$ cat config.mk
export PLATFORM = sky130hd
export DESIGN_NAME = hwbrk_unit
export DESIGN_NICKNAME = d
export VERILOG_FILES = /design/src/rtl/hwbrk_pkg.sv /design/src/rtl/hwbrk_regs.sv /design/src/rtl/hwbrk_match.sv /design/src/rtl/hwbrk_status.sv /design/src/rtl/hwbrk_unit.sv
export SDC_FILE = /design/constraint.sdc
export NUM_CORES = 1
export LEC_CHECK = 0
export ABC_CLOCK_PERIOD_IN_PS = 1200
export CORE_MARGIN = 1
export CORE_UTILIZATION = 30
export CTS_CLUSTER_DIAMETER = 40
export CTS_CLUSTER_SIZE = 10
export DETAILED_ROUTE_END_ITERATION = 16
export GPL_ROUTABILITY_DRIVEN = 1
export SLEW_MARGIN = 20
export SYNTH_ARGS = -nofsm -noshare
export SYNTH_HDL_FRONTEND = slang
export SYNTH_HIERARCHICAL = 1
export SYNTH_SLANG_ARGS = --single-unit
export TNS_END_PERCENT = 30
$ cat constraint.sdc
create_clock -name clk -period 1.2 [get_ports clk]
set_input_delay 0.18 -clock clk [delete_from_list [all_inputs] [get_ports clk]]
set_output_delay 0.18 -clock clk [all_outputs]
set_load 0.05 [all_outputs]
$ cat src/rtl/hwbrk_pkg.sv
package hwbrk_pkg;

  localparam int NPT    = 2;   // address registers per unit
  localparam int CTRL_W = 5;   // implemented control bits

  typedef enum logic [1:0] {
    SEL_CTRL  = 2'd0,
    SEL_ADDR0 = 2'd1,
    SEL_ADDR1 = 2'd2,
    SEL_STAT  = 2'd3
  } sel_e;

  // bit 4 .. bit 0
  typedef struct packed {
    logic range_mode;
    logic fetch_en;
    logic unit_en;
    logic wr_en;
    logic rd_en;
  } ctrl_t;

endpackage

$ cat src/rtl/hwbrk_regs.sv
module hwbrk_regs
  import hwbrk_pkg::*;
#(
  parameter int AW       = 16,
  parameter bit RANGE_EN = 1'b1
) (
  input  logic                    clk,
  input  logic                    rst_n,
  input  logic [1:0]              cfg_sel,
  input  logic                    cfg_wr,
  input  logic [AW-1:0]           cfg_wdata,
  input  logic [NPT-1:0]          flags,
  output ctrl_t                   ctrl,
  output logic [NPT-1:0][AW-1:0]  addr,
  output logic [AW-1:0]           cfg_rdata
);

  sel_e  sel;
  ctrl_t ctrl_q, ctrl_d;
  logic  ctrl_ld;

  assign sel = sel_e'(cfg_sel);

  // control register: next state
  assign ctrl_ld = cfg_wr && (sel == SEL_CTRL);

  always_comb begin
    ctrl_d = ctrl_t'(cfg_wdata[CTRL_W-1:0]);
    if (!RANGE_EN) ctrl_d.range_mode = 1'b0;
  end

  always_ff @(posedge clk or negedge rst_n) begin
    if (!rst_n)       ctrl_q <= '0;
    else if (ctrl_ld) ctrl_q <= ctrl_d;
  end

  assign ctrl = ctrl_q;

  // address registers, one per comparator
  for (genvar i = 0; i < NPT; i++) begin : g_addr
    logic          a_ld;
    logic [AW-1:0] a_q;

    assign a_ld = cfg_wr && (cfg_sel == 2'(i + 1));

    always_ff @(posedge clk or negedge rst_n) begin
      if (!rst_n)    a_q <= '0;
      else if (a_ld) a_q <= cfg_wdata;
    end

    assign addr[i] = a_q;
  end

  // read mux
  always_comb begin
    unique case (sel)
      SEL_CTRL:  cfg_rdata = {{(AW-CTRL_W){1'b0}}, ctrl_q};
      SEL_ADDR0: cfg_rdata = addr[0];
      SEL_ADDR1: cfg_rdata = addr[1];
      default:   cfg_rdata = {{(AW-NPT){1'b0}}, flags};
    endcase
  end

endmodule

$ cat src/rtl/hwbrk_match.sv
module hwbrk_match
  import hwbrk_pkg::*;
#(
  parameter int AW       = 16,
  parameter bit RANGE_EN = 1'b1
) (
  input  ctrl_t                   ctrl,
  input  logic [NPT-1:0][AW-1:0]  addr,
  input  logic [AW-1:0]           fetch_addr,
  input  logic                    fetch_vld,
  input  logic [AW-1:0]           data_addr,
  input  logic                    data_rd,
  input  logic                    data_wr,
  output logic [NPT-1:0]          hit
);

  logic           f_qual, d_qual;
  logic [NPT-1:0] exact;
  logic           rng_hit;
  logic           use_rng;

  assign f_qual = ctrl.fetch_en & fetch_vld;
  assign d_qual = (ctrl.rd_en & data_rd) | (ctrl.wr_en & data_wr);

  // equality comparators, one pair per address register
  for (genvar i = 0; i < NPT; i++) begin : g_eq
    logic f_eq, d_eq;
    assign f_eq     = (fetch_addr == addr[i]);
    assign d_eq     = (data_addr  == addr[i]);
    assign exact[i] = (f_qual & f_eq) | (d_qual & d_eq);
  end

  // window comparators, only when the build keeps range mode
  if (RANGE_EN) begin : g_rng
    logic f_in, d_in;
    assign f_in    = (fetch_addr >= addr[0]) && (fetch_addr <= addr[1]);
    assign d_in    = (data_addr  >= addr[0]) && (data_addr  <= addr[1]);
    assign rng_hit = (f_qual & f_in) | (d_qual & d_in);
    assign use_rng = ctrl.range_mode;
  end else begin : g_norng
    assign rng_hit = 1'b0;
    assign use_rng = ctrl.range_mode & 1'b0;
  end

  always_comb begin
    hit = '0;
    if (ctrl.unit_en) begin
      if (use_rng) hit[0] = rng_hit;
      else         hit    = exact;
    end
  end

endmodule

$ cat src/rtl/hwbrk_status.sv
module hwbrk_status
  import hwbrk_pkg::*;
(
  input  logic           clk,
  input  logic           rst_n,
  input  logic [NPT-1:0] set,
  input  logic           clr_vld,
  input  logic [NPT-1:0] clr_mask,
  output logic [NPT-1:0] flags
);

  logic [NPT-1:0] flags_q, flags_d, clr_eff;
  logic           flags_ld;

  assign clr_eff  = clr_vld ? clr_mask : '0;
  // a fresh hit outranks a clear of the same bit
  assign flags_d  = (flags_q & ~clr_eff) | set;
  assign flags_ld = (|set) | clr_vld;

  always_ff @(posedge clk or negedge rst_n) begin
    if (!rst_n)        flags_q <= '0;
    else if (flags_ld) flags_q <= flags_d;
  end

  assign flags = flags_q;

endmodule

$ cat src/rtl/hwbrk_unit.sv
module hwbrk_unit
  import hwbrk_pkg::*;
#(
  parameter int AW       = 16,
  parameter bit RANGE_EN = 1'b1
) (
  input  logic          clk,
  input  logic          rst_n,
  input  logic [1:0]    cfg_sel,
  input  logic          cfg_wr,
  input  logic [AW-1:0] cfg_wdata,
  output logic [AW-1:0] cfg_rdata,
  input  logic [AW-1:0] fetch_addr,
  input  logic          fetch_vld,
  input  logic [AW-1:0] data_addr,
  input  logic          data_rd,
  input  logic          data_wr,
  output logic [1:0]    hit_flags,
  output logic          halt_req
);

  // reset: asserted asynchronously, released on a clock edge
  logic [1:0] rst_pipe;
  logic       rst_int_n;

  always_ff @(posedge clk or negedge rst_n) begin
    if (!rst_n) rst_pipe <= '0;
    else        rst_pipe <= {rst_pipe[0], 1'b1};
  end
  assign rst_int_n = rst_pipe[1];

  ctrl_t                  ctrl;
  logic [NPT-1:0][AW-1:0] addr;
  logic [NPT-1:0]         hit_raw;
  logic [NPT-1:0]         flags;
  logic                   unit_en;
  logic                   stat_wr;

  assign unit_en = ctrl.unit_en;
  assign stat_wr = cfg_wr && (cfg_sel == SEL_STAT);

  hwbrk_regs #(.AW(AW), .RANGE_EN(RANGE_EN)) u_regs (
    .clk       (clk),
    .rst_n     (rst_int_n),
    .cfg_sel   (cfg_sel),
    .cfg_wr    (cfg_wr),
    .cfg_wdata (cfg_wdata),
    .flags     (flags),
    .ctrl      (ctrl),
    .addr      (addr),
    .cfg_rdata (cfg_rdata)
  );

  hwbrk_match #(.AW(AW), .RANGE_EN(RANGE_EN)) u_match (
    .ctrl       (ctrl),
    .addr       (addr),
    .fetch_addr (fetch_addr),
    .fetch_vld  (fetch_vld),
    .data_addr  (data_addr),
    .data_rd    (data_rd),
    .data_wr    (data_wr),
    .hit        (hit_raw)
  );

  hwbrk_status u_stat (
    .clk      (clk),
    .rst_n    (rst_int_n),
    .set      (hit_raw),
    .clr_vld  (stat_wr),
    .clr_mask (cfg_wdata[NPT-1:0]),
    .flags    (flags)
  );

  assign hit_flags = flags;
  assign halt_req  = |flags;

endmodule

==> results of run 1 <==
-- logic make-up (layout without fill, tap and decap cells) --
logic type | after synthesis | in the layout
AO/OA/AOI/OAI | 69 | 69
adder cells (fa/ha/maj) | 64 | 64
buffers and inverters | 39 | 190
flip-flops | 41 | 41
multiplexers | 42 | 42
other | 1 | 1
AND/OR/NAND/NOR | 59 | 59
-- metrics by stage --
step	util (%)	worst slack [ns]	instance area [um^2]	power [mW]
after detailed placement	46.9	-1.30	5170	5.46
final	53.4	-0.928	5890	7.65
after global routing	53.4	-1.02	5890	8.13
after floorplan	-	-0.731	3610	3.84
after global placement	46.9	-1.16	5170	5.38
after CTS	50.9	-0.864	5620	7.41
-- layout make-up --
type	instances	area (um^2)	area share [%]
inverter	33	124	2.10
sequential	41	1030	17.5
multi-input combinational	235	2750	46.7
clock buffer	6	139	2.36
tap	140	175	2.98
clock inverter	2	37.5	0.638
timing repair buffer	149	1630	27.8
-- worst max-delay path, delay by kind of cell (launching register included) --
kind / cells / cell delay [ns]
flip-flops: 1 / 0.39
AO/OA/AOI/OAI: 5 / 0.65
adder cells (fa/ha/maj): 1 / 0.22
buffers and inverters: 2 / 0.28
AND/OR/NAND/NOR: 3 / 0.47
-- power by group --
group          switching, mW  internal [mW]  total [mW]
combinational           1.97           2.27        4.24
sequential             0.205           1.64        1.85
clock                  0.532           1.04        1.57
-- synth_stat cells, types with 2 or more instances --
cell	number
ha_1	64
dfrtp_1	41
inv_1	33
a21oi_1	23
mux2_4	20
mux2_2	17
nand2_1	15
a22o_1	12
nand4_1	11
nand3_1	8
a211oi_1	7
a21o_1	5
o21ai_0	5
buf_6	4
nor2_1	4
nor2b_1	4
mux2i_1	3
o2bb2ai_1	3
a2111oi_2	2
and4_1	2
mux4_2	2
nand3b_4	2
nor2b_4	2
nor4_1	2
o211ai_1	2
o211ai_2	2
or2_1	2
-- path summary, 6_finish.rpt --
path,cells past startpoint,end,slack (ns)
hold / removal,1,rst_pipe[0],0.06
max in group asynchronous,1,u_stat/flags[1],0.76
setup reg to reg,11,u_stat/flags[0],-0.93
min in group clk,0,rst_pipe[1],0.35
hold reg to reg,1,u_regs/ctrl[1],0.23
setup / recovery,11,u_stat/flags[0],-0.93
-- registers in the layout (all words and copies together) (netlist names) --
| signal | count |
|---|---|
| rst_pipe | 2 |
| u_regs/g_addr.a_q | 32 |
| u_stat/flags | 2 |
| u_regs/ctrl | 5 |
-- repair_timing --
action | in CTS | in global routing
endpoints found under the hold margin | 0 | 0
setup buffers | 8 | 8
pin swaps | 23 | 16
hold buffers | 0 | 0
gates resized for setup | 70 | 32
setup endpoints to repair | 56 | 24
-- placed cells by master (no fill, tap or decap), types with 17 or more instances in the layout --
cell type,instances
a21oi_1,21
buf_4,42
mux2_2,17
buf_6,30
clkdlybuf4s50_1,52
ha_1,50
mux2_4,20
inv_1,20
dfrtp_1,40
buf_12,20
-- per-layer routing --
metal  track usage (%)  part of all wire, %
met1              24.0                   46
met2              31.2                   49
met3              2.02                  3.6
met4              5.33                  1.4
met5                 0                    0
==> run_results.csv, run 1 <==
group,metric,value,unit
status,violations,"setup timing",
sta,hold_ws,0.0629,ns
synthesis,synth-simple-area-share,11.3,%
synthesis,syn_inst,315,
clock_tree,cts_tree,"yes",
floorplan,start_util,31.4,%
critical_path,cp.arrival,2.30,ns
synthesis,synth_top_family_by_area,"adder cells",
clock_tree,cts-buffers-inserted,5,
global_routing,grt-ovfl-total,0,
final_layout,area_delta_synth_final,69.8,%
power,leakage,2.74,nW
clock_tree,cts-root-buf,"clkbuf_16",
sta,finalSetupTns,-5.40,ns
synthesis,synth_area_leaders,"dfrtp_1 30%, ha_1 23%, mux2_4 8.7%, mux2_2 5.5%, inv_1 3.6%",
critical_path,cp_max_fo,3,
critical_path,critPathKind,"flip-flop to flip-flop",
final_layout,drive_above_1_share,46.8,%
critical_path,path_cells,"inv_2 > ha_4 > nand4_1 > nor3_4 > buf_4 > a211oi_4 > o21ai_2 > a21oi_2 > a2111oi_2 > or2_1 > a21o_1",
sta,hold_viol_final,0,
global_routing,grt_pass1_wl,16500,um
sta,grt_setup_unrepaired,"yes",
critical_path,crit_required,1.37,ns
synthesis,syn_area,3470,um^2
status,status,"finished, violations left",
floorplan,rows,38,
synthesis,ys_async_sr_fraction,100,%
critical_path,end_kind,"flip-flop",
floorplan,die-area,12000,um^2
global_routing,grt_pass1_vias,3315,
synthesis,post_synth_num_cell_types,45,
floorplan,io_pins,75,
route,drt-wirelength-per-cell,16.7,um
floorplan,die_h,110,um
synthesis,yosysWarnings,6,
placed_design,port_buffers,74,
route,drtIter0Drc,102,
sta,setup_slack,-0.928,ns
clock_tree,clockBufferDepth,2,
final_layout,nets,585,
run,cap_violations,0,
route,postRouteAntennaNets,0,
route,wirelength,10100,um
route,drtPass1Iterations,4,
synthesis,synth_nets,435,
synthesis,synthFlopType,"dfrtp_1",
global_routing,antenna_found_initial,0,
sta,post-route-period-util,177,%
clock_tree,clk_pin_slew,0.06,ns
power,vdd_drop_max,0.787,mV
worst_hold_path,hp-class,"input pin to asynchronous set/reset pin",
sta,fin_crit,2.13,ns
final_layout,fillers,945,
floorplan,core,11000,um^2
critical_path,cp-start-kind,"flip-flop",
critical_path,r2r-start,"u_regs/g_addr[0].a_q[14]",
critical_path,startpoint,"u_regs/g_addr[0].a_q[14]",
synthesis,synth-edff-count,0,
synthesis,syn_avg_cell_area,11.0,um^2
clock_tree,clkLatencyLatePin,0.28,ns
final_layout,num_antenna_cells,0,
placed_design,place_hpwl,8240,um
placed_design,dp.cells,589,
synthesis,synth_top_area_share,29.6,%
final_layout,fin_cells,606,
placed_design,gp_congestion,0.921,
clock_tree,cts.sinks,41,
synthesis,yosysSeqAreaShare,29.6,%
synthesis,synth_seq_cells,41,
clock_tree,htree_levels,2,
global_routing,grt_max_degree,40,
route,drc,0,
floorplan,fp.dieW,110,um
sta,clock.fmax,470,MHz
synthesis,synth_top_area_cell,"dfrtp_1",
synthesis,synth_xor_area_share,0,%
critical_path,cpMaxStageDelayCell,"dfrtp_1",
synthesis,muxShareOfSynthArea,16.3,%
critical_path,critPathMaxStageDelay,0.39,ns
power,powerDensity,1300,nW/um^2
route,vias_per_cell,5.00,
sta,finClkSkew,0.00414,ns
global_routing,track_usage,18.2,%
synthesis,synth_compound_area_share,14.4,%
route,vias,3028,
synthesis,synth_fa_ha_area_share,23.1,%
sta,slew_violations,0,
sta,setup_viol,19,
(Power assumes the default switching activity.)
==> run 2, diff against run 1 <==
--- a/config.mk
+++ b/config.mk
@@ -12,6 +12,7 @@
 export CTS_CLUSTER_SIZE = 10
 export DETAILED_ROUTE_END_ITERATION = 16
 export GPL_ROUTABILITY_DRIVEN = 1
+export HOLD_SLACK_MARGIN = 0.08
 export SLEW_MARGIN = 20
 export SYNTH_ARGS = -nofsm -noshare
 export SYNTH_HDL_FRONTEND = slang
==> run 2 against run 1 <==
Against the previous run: the run still ends with setup timing left; maximum frequency shrank 0.26%; worst hold slack improved by 0.17 ns; largest cell class unchanged; final area rose by 0.17%; critical path type unchanged; highest routed layer unchanged.
==> run_results.csv, run 2 (same netlist as run 1, synthesis figures left out) <==
group,metric,value,unit
status,status,"finished, violations left",
status,violations,"setup timing",
final_layout,num_antenna_cells,0,
route,postRouteAntennaNets,0,
sta,hold_ws,0.233,ns
critical_path,cp_num_buf_inv,2,
placed_design,gp_congestion,0.921,
route,m1WireLength,4660,um
route,drc,0,
critical_path,crit_required,1.37,ns
placed_design,preCtsSetupSlack,-1.30,ns
power,p_comb_share,55.3,%
critical_path,critPathMaxStageDelay,0.39,ns
global_routing,grt_pass1_wl,16500,um
route,maxUsedRoutingLayer,"met4",
floorplan,die_h,110,um
floorplan,rows,38,
clock_tree,htree_levels,2,
sta,hold_viol_final,0,
power,leakage,2.74,nW
route,drtIter0Drc,98,
critical_path,cp_max_fo,3,
run,cap_violations,0,
power,switchingPower,2.71,mW
sta,finClkSkew,0.00400,ns
sta,setup_viol,19,
global_routing,grt_pass1_vias,3318,
power,seq_power_share,24.1,%
placed_design,dp.cells,589,
global_routing,antenna_found_initial,0,
clock_tree,clockBufferDepth,2,
placed_design,dpl_cell_area,5170,um^2
clock_tree,cts-root-buf,"clkbuf_16",
global_routing,track_usage,18.2,%
critical_path,cp.arrival,2.31,ns
final_layout,largest_reg_flops,32,
route,drt-wirelength-per-cell,16.7,um
final_layout,fin_cells,607,
final_layout,utilization,53.4,%
route,wirelength,10100,um
clock_tree,cts_tree,"yes",
critical_path,end_kind,"flip-flop",
placed_design,port_buffers,74,
clock_tree,cts-buffers-inserted,5,
clock_tree,clkLatencyLatePin,0.28,ns
final_layout,stdcell_area,5900,um^2
power,pwr-share-clk,20.5,%
route,drtPass1Iterations,4,
critical_path,cp-start-kind,"flip-flop",
sta,setup_slack,-0.934,ns
global_routing,grt-ovfl-total,0,
floorplan,die-area,12000,um^2
route,vias_per_cell,4.99,
power,switching_share,35.4,%
floorplan,start_util,31.4,%
sta,fin_crit,2.13,ns
critical_path,cpMaxStageDelayCell,"dfrtp_1",
sta,finalSetupTns,-5.41,ns
route,route.met2.wl,5020,um
final_layout,mostFrequentLayoutCells,"52 x clkdlybuf4s50_1, 50 x ha_1, 42 x buf_4",
route,vias,3026,
power,p_total,7.66,mW
floorplan,io_pins,75,
route,wl_met3,304,um
final_layout,area_delta_synth_final,70.0,%
final_layout,regMostFlops,"u_regs/g_addr.a_q",
sta,grt_setup_unrepaired,"yes",
placed_design,place_hpwl,8240,um
final_layout,drive_above_1_share,46.7,%
final_layout,fillers,944,
floorplan,core,11000,um^2
clock_tree,clk_pin_slew,0.06,ns
clock_tree,cts.sinks,41,
sta,clock.fmax,469,MHz
critical_path,path_cells,"inv_2 > ha_4 > nand4_1 > nor3_4 > buf_4 > a211oi_4 > o21ai_2 > a21oi_2 > a2111oi_2 > or2_1 > a21o_1",
floorplan,fp.dieW,110,um
global_routing,grt_max_degree,40,
final_layout,final_common_cell,"clkdlybuf4s50_1",
final_layout,nets,586,
power,vdd_drop_max,0.790,mV
critical_path,crit_family,"compound AO/OA/AOI/OAI gates",
sta,post-route-period-util,178,%
worst_hold_path,hp-class,"flip-flop to asynchronous set/reset pin",
power,p_int,4.95,mW
power,powerDensity,1300,nW/um^2
sta,slew_violations,0,
critical_path,critPathKind,"flip-flop to flip-flop",
[run 2: timing repair]
| item | CTS | global route |
|---|---|---|
| pin swaps | 23 | 16 |
| hold endpoints to repair | 2 | 0 |
| setup endpoints to repair | 56 | 24 |
| hold buffers | 1 | 0 |
| setup buffers | 8 | 8 |
| gates resized for setup | 70 | 32 |
[run 2: metal layers]
metal | GRT usage (%) | up-vias
li1 | - | 1486
met1 | 24.1 | 1472
met2 | 31.2 | 56
met3 | 2.02 | 12
met4 | 5.33 | 0
met5 | 0 | -
[run 2: power by group through the flow]
| stage | logic, mW | clock network, mW | registers, mW |
|---|---|---|---|
| detailed placement | 3.64 | 0 | 1.82 |
| global placement | 3.57 | 0 | 1.81 |
| CTS | 3.97 | 1.60 | 1.84 |
| floorplan | 1.91 | 0 | 1.93 |
| finish | 4.24 | 1.57 | 1.85 |
| global route | 4.59 | 1.65 | 1.89 |
[run 2: final timing paths]
kind / start / endpoint / slack [ns] / depth (start not counted)
worst max-delay path: u_regs/g_addr[0].a_q[15] / u_stat/flags[0] / -0.93 / 11
worst min-delay path: rst_pipe[1] / u_regs/ctrl[1] / 0.23 / 1
worst max register to register: u_regs/g_addr[0].a_q[15] / u_stat/flags[0] / -0.93 / 11
worst min register to register: rst_pipe[1] / u_regs/ctrl[1] / 0.23 / 1
max in group asynchronous: rst_n / rst_pipe[1] / 0.48 / 2
min in group clk: rst_pipe[0] / rst_pipe[1] / 0.35 / 0
[run 2: layout make-up]
cell class | instances | area (um^2) | share of cell area, %
Sequential cell | 41 | 1030 | 17.4
Timing Repair Buffer | 150 | 1640 | 27.9
Clock buffer | 6 | 139 | 2.36
Tap cell | 140 | 175 | 2.97
Clock inverter | 2 | 37.5 | 0.637
Multi-Input combinational cell | 235 | 2750 | 46.6
Inverter | 33 | 124 | 2.10
[run 2: worst reg2reg max path, stage by stage (launching register included)]
cell       delay, ns
dfrtp_1         0.39
inv_2           0.14
ha_4            0.22
nand4_1         0.15
nor3_4          0.08
buf_4           0.14
a211oi_4        0.21
o21ai_2         0.10
a21oi_2         0.14
a2111oi_2       0.05
or2_1           0.24
a21o_1          0.15
==> run 3, diff against run 2 <==
--- a/config.mk
+++ b/config.mk
@@ -5,7 +5,6 @@
 export SDC_FILE = /design/constraint.sdc
 export NUM_CORES = 1
 export LEC_CHECK = 0
-export ABC_CLOCK_PERIOD_IN_PS = 1200
 export CORE_MARGIN = 1
 export CORE_UTILIZATION = 30
 export CTS_CLUSTER_DIAMETER = 40
==> results of run 3 <==
The final DEF is identical to that of run 2; final timing and power are the same.
